$ cat config.mk
export PLATFORM = sky130hd
export DESIGN_NAME = dbell_regfile
export DESIGN_NICKNAME = d
export VERILOG_FILES = /design/src/rtl/dbell_pkg.sv /design/src/rtl/dbell_rst_sync.sv /design/src/rtl/dbell_decode.sv /design/src/rtl/dbell_irq_regs.sv /design/src/rtl/dbell_vec_table.sv /design/src/rtl/dbell_ring_check.sv /design/src/rtl/dbell_regfile.sv
export SDC_FILE = /design/constraint.sdc
export NUM_CORES = 1
export LEC_CHECK = 0
export ABC_AREA = 1
export BUFFER_PORTS_ARGS = -buffer_cell sky130_fd_sc_hd__buf_2
export CELL_PAD_IN_SITES_DETAIL_PLACEMENT = 1
export CELL_PAD_IN_SITES_GLOBAL_PLACEMENT = 1
export CORE_MARGIN = 4
export CORE_UTILIZATION = 45
export CTS_CLUSTER_DIAMETER = 200
export DETAILED_ROUTE_END_ITERATION = 16
export GPL_TIMING_DRIVEN = 0
export PLACE_DENSITY = 0.87
export SYNTH_ARGS = -nofsm -noshare
export SYNTH_HDL_FRONTEND = slang
export SYNTH_HIERARCHICAL = 1
export SYNTH_SLANG_ARGS = --single-unit
$ cat constraint.sdc
create_clock -name clk -period 15 [get_ports clk]
set_input_delay 2.25 -clock clk [delete_from_list [all_inputs] [get_ports clk]]
set_output_delay 2.25 -clock clk [all_outputs]
set_load 0.01 [all_outputs]
$ cat src/rtl/dbell_pkg.sv
package dbell_pkg;
  localparam int DATA_W  = 32;
  localparam int ID_W    = 16;
  localparam int VEC_W   = 8;
  localparam int DEST_LO = 16;

  typedef enum logic [1:0] {
    SLOT_MASK = 2'd0,
    SLOT_STAT = 2'd1,
    SLOT_POS  = 2'd2,
    SLOT_RING = 2'd3
  } slot_e;

  typedef struct packed {
    logic wr_mask;
    logic wr_stat;
    logic wr_ring;
    logic rd_mask;
    logic rd_stat;
    logic rd_pos;
  } acc_t;
endpackage

$ cat src/rtl/dbell_rst_sync.sv
module dbell_rst_sync (
  input  logic clk,
  input  logic rst_n,
  output logic rst_sync_n
);
  logic [1:0] sync_q;
  logic [1:0] sync_d;

  always_comb sync_d = {sync_q[0], 1'b1};

  always_ff @(posedge clk or negedge rst_n) begin
    if (!rst_n) sync_q <= 2'b00;
    else        sync_q <= sync_d;
  end

  assign rst_sync_n = sync_q[1];
endmodule

$ cat src/rtl/dbell_decode.sv
module dbell_decode
  import dbell_pkg::*;
#(
  parameter int ADDR_W = 8
) (
  input  logic              rd_en,
  input  logic              wr_en,
  input  logic [ADDR_W-1:0] addr,
  output acc_t              acc
);
  logic  in_block;
  logic  aligned;
  slot_e slot;

  always_comb begin
    in_block = (addr[ADDR_W-1:4] == '0);
    aligned  = (addr[1:0] == 2'b00);
    slot     = slot_e'(addr[3:2]);
    acc      = '0;
    // writes drop the two low address bits before decode
    if (wr_en && in_block) begin
      acc.wr_mask = (slot == SLOT_MASK);
      acc.wr_stat = (slot == SLOT_STAT);
      acc.wr_ring = (slot == SLOT_RING);
    end
    // reads decode the full address; anything unaligned misses
    if (rd_en && in_block && aligned) begin
      acc.rd_mask = (slot == SLOT_MASK);
      acc.rd_stat = (slot == SLOT_STAT);
      acc.rd_pos  = (slot == SLOT_POS);
    end
  end
endmodule

$ cat src/rtl/dbell_irq_regs.sv
module dbell_irq_regs
  import dbell_pkg::*;
(
  input  logic              clk,
  input  logic              rst_n,
  input  logic              wr_mask,
  input  logic              wr_stat,
  input  logic              rd_clr,
  input  logic              evt_set,
  input  logic              legacy_en,
  input  logic [DATA_W-1:0] wdata,
  output logic [DATA_W-1:0] mask_q,
  output logic [DATA_W-1:0] stat_q,
  output logic              irq
);
  logic [DATA_W-1:0] mask_d;
  logic [DATA_W-1:0] stat_d;
  logic              mask_en;
  logic              stat_en;

  always_comb begin
    mask_en = wr_mask;
    mask_d  = wdata;
    stat_en = evt_set | wr_stat | rd_clr;
    // event beats bus write, bus write beats read-clear
    if (evt_set)      stat_d = DATA_W'(1);
    else if (wr_stat) stat_d = wdata;
    else              stat_d = '0;
  end

  always_ff @(posedge clk or negedge rst_n) begin
    if (!rst_n)       mask_q <= '0;
    else if (mask_en) mask_q <= mask_d;
  end

  always_ff @(posedge clk or negedge rst_n) begin
    if (!rst_n)       stat_q <= '0;
    else if (stat_en) stat_q <= stat_d;
  end

  assign irq = legacy_en & (|(stat_q & mask_q));
endmodule

$ cat src/rtl/dbell_vec_table.sv
module dbell_vec_table
  import dbell_pkg::*;
#(
  parameter  int PEERS  = 16,
  parameter  int CNT_W  = 9,
  localparam int PEER_W = $clog2(PEERS)
) (
  input  logic              clk,
  input  logic              rst_n,
  input  logic              cfg_wr,
  input  logic [PEER_W-1:0] cfg_peer,
  input  logic [CNT_W-1:0]  cfg_count,
  input  logic [ID_W-1:0]   look_peer,
  output logic              look_ok,
  output logic [CNT_W-1:0]  look_count
);
  logic [PEERS-1:0][CNT_W-1:0] tbl;

  for (genvar g = 0; g < PEERS; g++) begin : g_entry
    logic             ent_en;
    logic [CNT_W-1:0] ent_q;

    assign ent_en = cfg_wr && (cfg_peer == PEER_W'(g));

    always_ff @(posedge clk or negedge rst_n) begin
      if (!rst_n)      ent_q <= '0;
      else if (ent_en) ent_q <= cfg_count;
    end

    assign tbl[g] = ent_q;
  end

  always_comb begin
    look_ok    = (32'(look_peer) < PEERS);
    look_count = '0;
    for (int i = 0; i < PEERS; i++) begin
      if (look_peer == ID_W'(i)) look_count = tbl[i];
    end
  end
endmodule

$ cat src/rtl/dbell_ring_check.sv
module dbell_ring_check
  import dbell_pkg::*;
#(
  parameter  int PEERS  = 16,
  parameter  int CNT_W  = 9,
  localparam int PEER_W = $clog2(PEERS)
) (
  input  logic              clk,
  input  logic              rst_n,
  input  logic              ring_wr,
  input  logic [ID_W-1:0]   dest,
  input  logic [VEC_W-1:0]  vec,
  input  logic              peer_ok,
  input  logic [CNT_W-1:0]  count,
  output logic              notify_valid,
  output logic [PEER_W-1:0] notify_peer,
  output logic [VEC_W-1:0]  notify_vector
);
  logic accept;

  always_comb accept = ring_wr && peer_ok && (CNT_W'(vec) < count);

  always_ff @(posedge clk or negedge rst_n) begin
    if (!rst_n) notify_valid <= 1'b0;
    else        notify_valid <= accept;
  end

  always_ff @(posedge clk or negedge rst_n) begin
    if (!rst_n) begin
      notify_peer   <= '0;
      notify_vector <= '0;
    end else if (accept) begin
      notify_peer   <= dest[PEER_W-1:0];
      notify_vector <= vec;
    end
  end
endmodule

$ cat src/rtl/dbell_regfile.sv
module dbell_regfile
  import dbell_pkg::*;
#(
  parameter  int PEERS  = 16,
  parameter  int ADDR_W = 8,
  parameter  int CNT_W  = 9,
  localparam int PEER_W = $clog2(PEERS)
) (
  input  logic              clk,
  input  logic              rst_n,
  input  logic              rd_en,
  input  logic              wr_en,
  input  logic [ADDR_W-1:0] addr,
  input  logic [31:0]       wdata,
  output logic [31:0]       rdata,
  output logic              rdata_valid,
  input  logic [15:0]       node_id,
  input  logic              msi_mode,
  input  logic              pin_used,
  input  logic              local_event,
  input  logic              cfg_wr,
  input  logic [PEER_W-1:0] cfg_peer,
  input  logic [CNT_W-1:0]  cfg_count,
  output logic              irq,
  output logic              notify_valid,
  output logic [PEER_W-1:0] notify_peer,
  output logic [7:0]        notify_vector
);
  logic              rst_sync_n;
  acc_t              acc;
  logic [DATA_W-1:0] mask_q;
  logic [DATA_W-1:0] stat_q;
  logic              evt_set;
  logic              legacy_en;
  logic              peer_ok;
  logic [CNT_W-1:0]  peer_count;
  logic [DATA_W-1:0] rdata_d;
  logic              rdata_en;

  dbell_rst_sync u_rst (
    .clk        (clk),
    .rst_n      (rst_n),
    .rst_sync_n (rst_sync_n)
  );

  dbell_decode #(.ADDR_W(ADDR_W)) u_dec (
    .rd_en (rd_en),
    .wr_en (wr_en),
    .addr  (addr),
    .acc   (acc)
  );

  assign evt_set   = local_event & ~msi_mode;
  assign legacy_en = ~msi_mode & pin_used;

  dbell_irq_regs u_irq (
    .clk       (clk),
    .rst_n     (rst_sync_n),
    .wr_mask   (acc.wr_mask),
    .wr_stat   (acc.wr_stat),
    .rd_clr    (acc.rd_stat),
    .evt_set   (evt_set),
    .legacy_en (legacy_en),
    .wdata     (wdata),
    .mask_q    (mask_q),
    .stat_q    (stat_q),
    .irq       (irq)
  );

  dbell_vec_table #(.PEERS(PEERS), .CNT_W(CNT_W)) u_tbl (
    .clk        (clk),
    .rst_n      (rst_sync_n),
    .cfg_wr     (cfg_wr),
    .cfg_peer   (cfg_peer),
    .cfg_count  (cfg_count),
    .look_peer  (wdata[31:DEST_LO]),
    .look_ok    (peer_ok),
    .look_count (peer_count)
  );

  dbell_ring_check #(.PEERS(PEERS), .CNT_W(CNT_W)) u_ring (
    .clk           (clk),
    .rst_n         (rst_sync_n),
    .ring_wr       (acc.wr_ring),
    .dest          (wdata[31:DEST_LO]),
    .vec           (wdata[VEC_W-1:0]),
    .peer_ok       (peer_ok),
    .count         (peer_count),
    .notify_valid  (notify_valid),
    .notify_peer   (notify_peer),
    .notify_vector (notify_vector)
  );

  always_comb begin
    rdata_en = rd_en;
    if (acc.rd_mask)      rdata_d = mask_q;
    else if (acc.rd_stat) rdata_d = stat_q;
    else if (acc.rd_pos)  rdata_d = {{(DATA_W-ID_W){1'b0}}, node_id};
    else                  rdata_d = '0;
  end

  always_ff @(posedge clk or negedge rst_sync_n) begin
    if (!rst_sync_n)   rdata <= '0;
    else if (rdata_en) rdata <= rdata_d;
  end

  always_ff @(posedge clk or negedge rst_sync_n) begin
    if (!rst_sync_n) rdata_valid <= 1'b0;
    else             rdata_valid <= rd_en;
  end
endmodule

After elaboration in Yosys (flattened, before gate mapping)
Cells that the tools add are included.
{ "word_totals": {"reg_bits": 256, "inputBits": 77, "out_inout_bits": 47, "elab_cells": 116} }
{ "classes": {"n_lt_le_gt_ge": 2, "n_eq_ne": 33, "muxes": 23, "n_bitwise": 7, "n_reduce_logical": 27} }
{ "op_table": {"columns": ["cell", "n"], "rows": [
  ["9-bit 2-to-1 mux", 16],
  ["16-bit by 4-bit equality test with 1-bit output (second input constant)", 8],
  ["32-bit 2-to-1 mux", 4],
  ["16-bit by 3-bit equality test with 1-bit output (second input constant)", 4],
  ["32-bit AND", 1],
  ["16-bit by 2-bit equality test with 1-bit output (second input constant)", 2],
  ["4-bit equality test (second input constant)", 8],
  ["32-bit OR reduction", 1],
  ["1-bit logical AND", 21],
  ["16-bit by 1-bit equality test with 1-bit output (second input constant)", 1],
  ["4-bit by 3-bit equality test with 1-bit output (second input constant)", 4],
  ["16-bit zero test", 1],
  ["16-bit by 5-bit < comparator with 1-bit output (second input constant)", 1],
  ["16-bit 2-to-1 mux", 1],
  ["8-bit by 9-bit < comparator with 1-bit output", 1],
  ["4-bit by 2-bit equality test with 1-bit output (second input constant)", 2],
  ["4-bit zero test", 2],
  ["3-bit 2-to-1 mux", 2],
  ["2-bit equality test (second input constant)", 2],
  ["4-bit by 1-bit equality test with 1-bit output (second input constant)", 1],
  ["2-bit zero test", 2],
  ["1-bit AND", 3],
  ["2-bit by 1-bit equality test with 1-bit output (second input constant)", 1],
  ["1-bit OR", 2],
  ["1-bit NOT", 1]
]} }

Logic depth before layout (Yosys ltp)
Gate-level depths: netlist of the first run.
{ "depth": {"word_depth": 19, "ltp_mapped": 40, "ltp_nobuf": 38} }

By module
Netlist of the first run, hierarchy kept.
{ "by_module_without_submodules": {"columns": ["module", "instances", "cells_per_inst", "area_per_inst_um2"], "rows": [
  ["dbell_vec_table", 1, 884, 6972.9],
  ["dbell_irq_regs", 1, 300, 2821.5],
  ["dbell_regfile", 1, 266, 1964.4],
  ["dbell_ring_check", 1, 97, 777.0],
  ["dbell_decode", 1, 18, 77.6],
  ["dbell_rst_sync", 1, 3, 53.8]
]} }

Least setup slack after synthesis of the first run
OpenSTA, ideal clock, no wires.
{ "synth_timing": {"path_kind": "input to register", "startpoint": "input wdata[31]", "endpoint": "register u_ring.notify_peer[0]", "setup_time_ns": 0.117, "t_arrival_ns": 4.899, "slack_ns": 9.984, "stages": 34, "cell_sequence": "nor2_1 nand2_1 nor2_4 buf_6 nand4_2 buf_4 nand3_1 o211ai_1 nand3_1 o211ai_1 nand2_1 o21ai_1 nand2_1 nand2_1 nand2_1 nand2_1 nand2_1 nand2_1 nand2_1 nand2_1 nand2_1 nand2_1 nand2_1 nand2_1 nand2_1 inv_1 ha_1 nand2_1 nand2_1 a21oi_4 nand3_2 buf_6 nand2_1 nand2_1"} }
{ "synth_between": {"elab_chain_len": 19} }
{ "synth_rtl": {"columns": ["item", "line_no", "text"], "rows": [
  ["start: declaration", "dbell_regfile.sv:14", "input logic [31:0] wdata,"],
  ["16-bit zero test", "dbell_vec_table.sv:37", "if (look_peer == ID_W'(i)) look_count = tbl[i];"],
  ["9-bit 2-to-1 mux (15 in a row)", "dbell_vec_table.sv:37", null],
  ["9-bit 2-to-1 mux (*)", "dbell_vec_table.sv:37", null],
  ["via peer_count[6]", "dbell_regfile.sv:36", "logic [CNT_W-1:0] peer_count;"],
  ["8-bit by 9-bit < comparator with 1-bit output (*)", "dbell_ring_check.sv:21", "always_comb accept = ring_wr && peer_ok && (CNT_W'(vec) < count);"],
  ["1-bit logical AND (*)", "dbell_ring_check.sv:21", null],
  ["end signal: assignment", "dbell_ring_check.sv:33", "notify_peer <= dest[PEER_W-1:0];"],
  ["end: declaration", "dbell_ring_check.sv:16", "output logic [PEER_W-1:0] notify_peer,"]
]} }
The timed path passes the listed nets; every way through them passes the cells marked *.
A chain may end at the register's enable or synchronous reset.

Worst setup path in the final report of the first run
{ "layout_timing": {"startpoint": "input wdata[30]", "endpoint": "register u_ring.notify_vector[0]"} }
{ "layout_between": {"elab_chain_len": 19} }
{ "layout_rtl": {"columns": ["item", "line_no", "text"], "rows": [
  ["16-bit zero test", "dbell_vec_table.sv:37", null],
  ["9-bit 2-to-1 mux (15 in a row)", "dbell_vec_table.sv:37", null],
  ["9-bit 2-to-1 mux (*)", "dbell_vec_table.sv:37", null],
  ["via peer_count[1]", "dbell_regfile.sv:36", null],
  ["8-bit by 9-bit < comparator with 1-bit output (*)", "dbell_ring_check.sv:21", null],
  ["1-bit logical AND (*)", "dbell_ring_check.sv:21", null],
  ["end signal: assignment", "dbell_ring_check.sv:34", "notify_vector <= vec;"],
  ["end: declaration", "dbell_ring_check.sv:17", "output logic [VEC_W-1:0] notify_vector"]
]} }
Marks and branches as above.

==> summary.md, run 1 <==
| Metric | Value |
|---|---|
| Worst EP arrival | 6070 ps |
| Max-cap violations | 0 |
| Critical path class | in2reg |
| Slew headroom | 40.0% |
| Initial Util | 45.6% |
| Tot Pwr | 1.85 mW |
| Placed insts | 2072 |
| Die height | 176 microns |
| Post-Syn Area per Cell | 8.08 sq um |
| Crit share post-route | 37.6% |
| Net count, final | 1810 |
| Remaining antenna violation count | 0 |
| Sw Pwr | 0.484 mW |
| Clock transition at the registers of the reported paths | 60 ps |
| Worst Path Required | 15420 ps |
| Cts hold-fix bufs | 0 |
| Fin crit period | 5640 ps |
| Clock skew | 14.7 ps |
| Setup bufs post-CTS | 0 |
| I/O Pins | 124 |
| Worst-Skew Late Latency | 550 ps |
| Std-Cell Rows | 61 |
| Global-route wire length before repair | 66700 microns |
| Syn Inst Count | 1568 |
| FF+latch count, synth | 256 |
| Final setup fails | 0 |
| Synthesized Nets | 1652 |
| WL final | 41500 microns |
| IO buf count | 122 |
| Grt ovf | 0 |
| Cell mode on critical path | nand2_1 |
| Routed WL per cell | 19.5 microns |
| Tightest Pin Transition | 893 ps |
| Seq pwr share | 46.5% |
| Hold Violations, Final | 0 |
| Post-DP HPWL | 28800 microns |
| Cell variety after synth | 42 |
| TritonCTS Buffers | 30 |
| RSZ-0062 raised after global routing | no |
| DRT Pass-1 Iters | 5 |
| Initial drt markers | 865 |
| Largest net degree at the start of global routing | 70 |
| TritonCTS Sinks | 256 |
| Static Leak | 7.72 nW |
| Switching part of the total | 26.2% |
| Via-per-instance ratio | 5.46 |
| Area Overhead vs Synth | 18.2% |
| Synth Flop Type | dfrtp_1 |
| CP max-delay cell | nor2_2 |
| GRT Util Overall | 26.6% |
| Vias | 11600 |
| Share of layout cells above drive strength 1 | 19.4% |
| Fillcell total | 3479 |
| Power per cell area | 124 nW/um^2 |
| Slowest stage delay, CP | 370 ps |
| Die X | 176 microns |
| Final Slew Violations | 0 |
| Sequential element share of the synthesized area | 50.6% |
| Core area | 27800 sq um |
| Clock share of power | 43.0% |
| Synth async-reset ratio | 100% |
| Finished Layout Cells | 2129 |
| YS warnings | 6 |
| Clock Path Buffers | 3 |
| P_int | 1.37 mW |
| Setup Total Neg Slack | 0 ps |
| Comb pwr share | 10.4% |
| Clk root buf | clkbuf_16 |
| Fmax | 177 MHz |
| Vias in the first global route | 12600 |
| Maximum vdd drop | 0.105 mV |
| Worst Setup End Kind | flip-flop |
| CP Launch Type | input pin |
| Die area | 30900 sq um |
| CTS resizes | 0 |
| Worst-path maximum fanout | 10 |
| Area of the multi-input gates | 5350 sq um |
| Post-synth EDFFs | 0 |
| CTS tree | built |
| DR DRC count | 0 |
| Fin worst setup slack | 9360 ps |
| H-tree depth | 1 |
| Final core utilization | 53.9% |
| Mapped Area | 12700 sq um |
| Antenna violations before repair | 1 |
| Gp weighted congestion | 0.866 |
| Status | complete, no violations |
| Worst slack, placed | 8970 ps |
| Storage element area | 6410 sq um |
| HP Class | reg2async |
-- cells in the mapped netlist, types with 10 or more instances --
cell	instances	area [sq um]
nand2_2	12	75.1
inv_2	10	37.5
buf_2	15	75.1
nand2_1	437	1640
clkbuf_1	33	124
buf_4	10	75.1
dfrtp_1	256	6410
inv_1	118	443
o21ai_0	152	761
nand3_1	95	475
nor2_1	145	544
nand4_1	16	100
or2_2	28	175
buf_6	12	135
a21oi_1	108	541
a21oi_2	10	87.6
o21ai_2	20	175
-- logic make-up (layout without fill, tap and decap cells) --
logic type | count (synthesis) | after routing | synth area share, %
compound gates | 314 | 314 | 13.7
flops | 256 | 256 | 50.6
fa+ha+maj | 7 | 7 | 0.691
buf+inv | 203 | 385 | 7.32
simple gates | 780 | 780 | 27.0
mux | 7 | 7 | 0.622
other cells | 1 | 2 | 0.0296
-- critical path, delay by kind of cell --
| family | cells | cell delay [ps] |
|---|---|---|
| AOI/OAI and AO/OA | 1 | 170 |
| adders and majority gates | 1 | 270 |
| buffers and inverters | 5 | 830 |
| and+or+nand+nor | 24 | 2530 |
-- registers in the layout, indices dropped and copies added (netlist names) --
signal	count
rdata_valid	1
u_rst/sync_q	2
u_ring/notify_peer	4
u_tbl/g_entry.ent_q	144
rdata	32
u_ring/notify_vector	8
u_ring/notify_valid	1
u_irq/stat_q	32
u_irq/mask_q	32
-- stage by stage --
step | hold slack, ps | cell area (sq um)
floorplan | 331 | 12700
global placement | 339 | 13800
detailed placement | 343 | 13900
CTS | 350 | 15000
global route | 359 | 15000
finish | 325 | 15000
-- path summary, 6_finish.rpt --
kind	start	end	slack, ps	cells past startpoint
setup / recovery	wdata[30]	u_ring/notify_vector[0]	9360	31
hold / removal	u_rst/sync_q[1]	u_tbl/g_entry[11].ent_q[6]	320	1
setup reg to reg	u_tbl/g_entry[0].ent_q[1]	u_ring/notify_vector[0]	11500	34
hold reg to reg	u_rst/sync_q[1]	u_tbl/g_entry[11].ent_q[6]	320	1
max in group asynchronous	u_rst/sync_q[1]	u_irq/stat_q[27]	13300	4
min in group clk	u_rst/sync_q[0]	u_rst/sync_q[1]	350	0
-- layout by cell type, fill, tap and decap left out, drive strengths merged --
cell type / synthesis / routed
clkinv: 1 / 11
nor3: 7 / 7
a21oi: 119 / 119
bufinv: 0 / 5
nor2: 163 / 163
o211ai: 10 / 10
nand4: 19 / 19
buf: 38 / 164
o21ai: 181 / 181
o221ai: 3 / 3
or2: 40 / 40
diode: 0 / 1
a21o: 1 / 1
conb: 1 / 1
dfrtp: 256 / 256
clkbuf: 33 / 74
inv: 131 / 131
nand2: 451 / 451
ha: 7 / 7
nor4: 2 / 2
nand3: 98 / 98
mux2: 7 / 7
-- area by class of cell --
type,instances,share of cell area [%]
Sequential cell,256,42.8
Multi-Input combinational cell,1109,35.7
Clock buffer,41,5.97
Timing Repair Buffer,126,4.81
Inverter,132,3.36
Tap cell,378,3.16
Buffer,71,2.83
Clock inverter,15,1.34
Antenna cell,1,0.0167
-- power groups by stage --
stage / Sequential, mW / Clock (mW) / Combinational (mW)
after floorplan: 0.862 / 0 / 0.111
after global placement: 0.874 / 0 / 0.157
after detailed placement: 0.868 / 0 / 0.188
after CTS: 0.859 / 0.806 / 0.195
after global routing: 0.872 / 0.840 / 0.220
final: 0.861 / 0.796 / 0.193
-- routing by layer --
layer  GRT usage (%)  vias to the layer above  wire length [microns]
met5               0                        -                     13
met4            9.26                        2                   1560
met3            3.31                      103                   1930
met2            47.5                      353                  20800
met1            33.3                     5779                  17200
li1                -                     5383                      -
(Power assumes the default switching activity.)
==> run 2: changes to the inputs <==
Settings changed: CORE_UTILIZATION 45 to 40, PLACE_DENSITY 0.87 to 0.82.
Clock period 15 ns to 5.1 ns, I/O delays scaled along.
==> summary.md, run 2 (synthesized netlist as in run 1, its figures left out) <==
| Metric | Value |
|---|---|
| Status | complete, no violations |
| Net count, final | 1809 |
| Reg2Reg Depth | 34 |
| Most frequent cells in the layout | nand2_1, dfrtp_1, o21ai_0 |
| Critical path origin | wdata[30] |
| CP Launch Type | input pin |
| CP max-delay cell | nor2_2 |
| Worst reg2reg path endpoint | u_ring/notify_vector[1] |
| Antenna violations before repair | 1 |
| Die X | 186 microns |
| Max reg flops | 144 |
| CTS tree | built |
| Clock share of power | 40.3% |
| I/O Pins | 124 |
| Vias | 11400 |
| Hold Violations, Final | 0 |
| Cts hold-fix bufs | 1 |
| Share of layout cells above drive strength 1 | 19.1% |
| Worst Setup End Kind | flip-flop |
| Die area | 34600 sq um |
| Critical path endpoint | u_ring/notify_vector[1] |
| HP Class | reg2reg |
| Static Leak | 7.64 nW |
| Sw Pwr | 1.38 mW |
| RSZ-0062 raised after global routing | no |
| Commonest non-fill, non-tap cell in the layout | nand2_1 |
| CTS resizes | 0 |
| Switching part of the total | 26.8% |
| R2r setup slk | 1680 ps |
| TritonCTS Buffers | 29 |
| Clock Path Buffers | 3 |
| Worst slack, placed | 520 ps |
| Clock skew | 19.0 ps |
| Crit share post-route | 80.4% |
| Initial Util | 41.0% |
| Seq pwr share | 49.1% |
| Critical path class | in2reg |
| Cell mode on critical path | nand2_1 |
| Setup bufs post-CTS | 0 |
| Final setup fails | 0 |
| Core area | 30900 sq um |
| TritonCTS Sinks | 256 |
| Worst Path Required | 5580 ps |
| Crit Reg-Reg Startpoint | u_tbl/g_entry[0].ent_q[1] |
| Setup Total Neg Slack | 0 ps |
| Post-DP HPWL | 28700 microns |
| DR DRC count | 0 |
| Fin worst setup slack | 1000 ps |
| Std-Cell Rows | 64 |
| Tightest Pin Transition | 890 ps |
| Routed WL per cell | 18.6 microns |
| GRT Util Overall | 23.2% |
| IO buf count | 122 |
| Remaining antenna violation count | 0 |
| Worst EP arrival | 4570 ps |
| Initial drt markers | 732 |
| Clock transition at the registers of the reported paths | 60 ps |
| Comb pwr share | 10.5% |
| Die height | 186 microns |
| Top reg by flops | u_tbl/g_entry.ent_q |
| Worst-Skew Late Latency | 550 ps |
| Final Slew Violations | 0 |
| Area Overhead vs Synth | 17.1% |
| DRT Pass-1 Iters | 5 |
| WL final | 39900 microns |
| Grt ovf | 0 |
| Worst-path maximum fanout | 10 |
| Vias in the first global route | 12200 |
| Hold path start | u_rst/sync_q[0] |
| Slew headroom | 40.2% |
| P_int | 3.77 mW |
| H-tree depth | 1 |
| Fmax | 244 MHz |
| Fillcell total | 3807 |
| Fin crit period | 4100 ps |
| Largest net degree at the start of global routing | 70 |
| Clk root buf | clkbuf_16 |
| Max-cap violations | 0 |
| Power per cell area | 347 nW/um^2 |
| Via-per-instance ratio | 5.30 |
| Maximum vdd drop | 0.245 mV |
| Gp weighted congestion | 0.823 |
| Slowest stage delay, CP | 380 ps |
| Global-route wire length before repair | 65000 microns |
-- run 2: cell count changes in the layout (fill, tap and decap cells not counted) --
cell and delta:
buf_16 -1, bufinv_16 -4, clkbuf_1 +3, clkbuf_16 -2, clkbuf_8 +1, clkinv_2 -4
clkinv_4 +1, clkinvlp_4 +1, dlygate4sd3_1 +1, inv_6 +1
-- run 2: per-stage QoR --
step                utilization, %  area [sq um]  power [mW]  cells  hold slack, ps
floorplan                        -         12700        2.86   1568             331
global placement              44.6         13800        3.03   2086             336
detailed placement            44.8         13900        3.10   2089             340
CTS                           48.0         14800        5.21   2143             354
global route                  48.0         14800        5.41   2144             359
finish                        48.0         14800        5.15   2144             351
-- run 2: worst min-delay path by stage --
stage / to / slack, ps / depth (start not counted)
after floorplan: u_rst/sync_q[1] / 330 / 0
after global placement: u_rst/sync_q[1] / 340 / 0
after detailed placement: u_rst/sync_q[1] / 340 / 0
after CTS: u_rst/sync_q[1] / 350 / 0
after global routing: u_rst/sync_q[1] / 360 / 0
final: u_rst/sync_q[1] / 350 / 0
-- run 2: final cells by class --
type	instances	area [sq um]	area share, %
buffer	71	424	2.86
tap	396	495	3.34
clock inverter	10	85.1	0.573
sequential	256	6410	43.2
inverter	132	503	3.39
clock buffer	43	868	5.85
timing repair buffer	126	703	4.74
antenna	1	2.50	0.0169
multi-input combinational	1109	5350	36.0
-- run 2: power by group through the flow --
stage	logic, mW	registers [mW]	clock network [mW]
floorplan	0.327	2.53	0
global placement	0.462	2.57	0
detailed placement	0.536	2.56	0
CTS	0.547	2.53	2.14
global route	0.628	2.57	2.22
finish	0.541	2.53	2.08
-- run 2: routing by layer --
metal	share of wire, %	track usage, %	vias up
met5	0	0	-
met1	44	30.4	5654
met2	49	41.2	278
li1	-	-	5375
met3	4.5	2.97	61
met4	2.1	5.33	0
-- run 2: critical path: cells and delay by family --
kind                       cells  cell delay, ps
AOI/OAI and AO/OA              5             770
and+or+nand+nor               15            1920
adders and majority gates      1             240
buffers and inverters          5             870
==> run 3: changes to the inputs <==
Settings changed: CORE_UTILIZATION 40 to 45, PLACE_DENSITY 0.82 to 0.87.
Clock period 5.1 ns to 4.14 ns, I/O delays scaled along.
==> summary.md, run 3 (synthesized netlist as in run 1, its figures left out) <==
| Metric | Value |
|---|---|
| Top reg by flops | u_tbl/g_entry.ent_q |
| Placed Area | 13800 sq um |
| Share of layout cells above drive strength 1 | 19.6% |
| Cell mode on critical path | nand2_1 |
| Fmax | 250 MHz |
| CP Launch Type | input pin |
| Most frequent cells in the layout | nand2_1, dfrtp_1, o21ai_0 |
| Antenna violations before repair | 1 |
| Clock share of power | 38.2% |
| IO buf count | 122 |
| Critical path class | in2reg |
| Clk root buf | clkbuf_16 |
| Final Slew Violations | 0 |
| I/O Pins | 124 |
| Fin Hold WS | 290 ps |
| Area of the multi-input gates | 5380 sq um |
| HP Class | in2reg |
| Comb pwr share | 11.1% |
| Remaining antenna violation count | 0 |
| CP max-delay cell | or2_2 |
| Sw Pwr | 1.66 mW |
| H-tree depth | 1 |
| Status | complete, no violations |
| R2r setup slk | 750 ps |
| Worst-path maximum fanout | 10 |
| Post-DP HPWL | 28800 microns |
| Tightest Pin Transition | 884 ps |
| Slew headroom | 40.6% |
| Power per cell area | 414 nW/um^2 |
| Via-per-instance ratio | 5.46 |
| Die X | 176 microns |
| Clock transition at the registers of the reported paths | 60 ps |
| DRT Pass-1 Iters | 5 |
| Routed WL per cell | 19.3 microns |
| Switching part of the total | 26.9% |
| Gp weighted congestion | 0.867 |
| WL final | 41300 microns |
| Initial Util | 45.6% |
| P_int | 4.51 mW |
| Fin crit period | 4000 ps |
| Area Overhead vs Synth | 17.6% |
| GRT Util Overall | 25.8% |
| Static Leak | 7.69 nW |
| TritonCTS Buffers | 29 |
| Global-route wire length before repair | 64900 microns |
| Clock skew | 12.2 ps |
| Worst Path Required | 4540 ps |
| Vias | 11700 |
| Grt ovf | 0 |
| TritonCTS Sinks | 256 |
| Commonest non-fill, non-tap cell in the layout | nand2_1 |
| DR DRC count | 0 |
| Crit share post-route | 96.7% |
| Storage element area | 6410 sq um |
| Seq pwr share | 50.8% |
| Slowest stage delay, CP | 270 ps |
| Worst EP arrival | 4410 ps |
| Final setup fails | 0 |
| Design area | 14900 sq um |
| Largest net degree at the start of global routing | 70 |
| Hold Violations, Final | 0 |
| Core area | 27800 sq um |
| Vias in the first global route | 12300 |
| Max-cap violations | 0 |
| Die height | 176 microns |
| Worst Setup End Kind | flip-flop |
| Fillcell total | 3457 |
| Maximum vdd drop | 0.317 mV |
| Net count, final | 1827 |
| Die area | 30900 sq um |
| Initial drt markers | 975 |
| Worst-Skew Late Latency | 540 ps |
| Max reg flops | 144 |
| CTS tree | built |
| Clock Path Buffers | 3 |
| Std-Cell Rows | 61 |
-- run 3: cell count changes in the layout (fill, tap and decap cells not counted), moves of 2 or more --
cell and change:
clkbuf_8 -3, clkinv_2 -4, buf_4 +18, buf_2 -3, nor2_4 +2
-- run 3: path summary, 6_finish.rpt --
kind,cells past startpoint,to,from
setup / recovery,35,u_ring/notify_vector[5],wdata[25]
setup reg to reg,34,u_ring/notify_vector[5],u_tbl/g_entry[0].ent_q[1]
max in group asynchronous,3,u_tbl/g_entry[10].ent_q[0],u_rst/sync_q[1]
hold reg to reg,0,u_rst/sync_q[1],u_rst/sync_q[0]
min in group asynchronous,2,u_rst/sync_q[0],rst_n
hold / removal,1,rdata_valid,rd_en
-- run 3: metrics by stage --
stage / setup WS, ps / instances / total power [mW] / utilization, % / TNS, ps
3_5_place_dp: -328 / 2071 / 3.82 / 49.8 / -3400
6_report: 136 / 2137 / 6.17 / 53.6 / 0
4_1_cts: 203 / 2117 / 6.21 / 52.9 / 0
3_3_place_gp: -119 / 2068 / 3.74 / 49.5 / -1080
5_1_grt: -102 / 2135 / 6.47 / 53.6 / -281
2_1_floorplan: 753 / 1568 / 3.52 / - / 0
-- run 3: final cells by class --
| cell class | count | share of cell area (%) |
|---|---|---|
| Antenna cell | 2 | 0.0336 |
| Tap cell | 378 | 3.17 |
| Buffer | 70 | 2.92 |
| Clock inverter | 3 | 0.126 |
| Sequential cell | 256 | 43.0 |
| Inverter | 132 | 3.40 |
| Multi-Input combinational cell | 1110 | 36.1 |
| Timing Repair Buffer | 144 | 5.61 |
| Clock buffer | 42 | 5.60 |
-- run 3: power groups by stage --
stage	Clock, mW	Combinational (mW)	Sequential, mW
finish	2.35	0.683	3.13
global route	2.51	0.781	3.17
CTS	2.41	0.677	3.12
detailed placement	0	0.665	3.16
global placement	0	0.571	3.17
floorplan	0	0.403	3.12
-- run 3: layer usage --
metal	routed length, microns	track usage [%]	up-vias
met1	17400	33.1	5830
met2	20800	46.0	340
met3	1850	3.27	93
met4	1200	7.02	2
met5	16	0	-
li1	-	-	5408
-- run 3: timing repair --
| action | in CTS | in global routing |
|---|---|---|
| resized for setup | 0 | 13 |
| buffers inserted | 0 | 18 |
| hold endpoints to repair | 2 | 0 |
| setup endpoints to repair | 0 | 12 |
| hold buffers | 1 | 0 |
-- run 3: worst max-delay path, delay by kind of cell --
kind,cells,cell delay (ps)
buffers and inverters,7,1060
AO/OA/AOI/OAI,1,80
AND/OR/NAND/NOR,26,2480
adder cells (fa/ha/maj),1,140
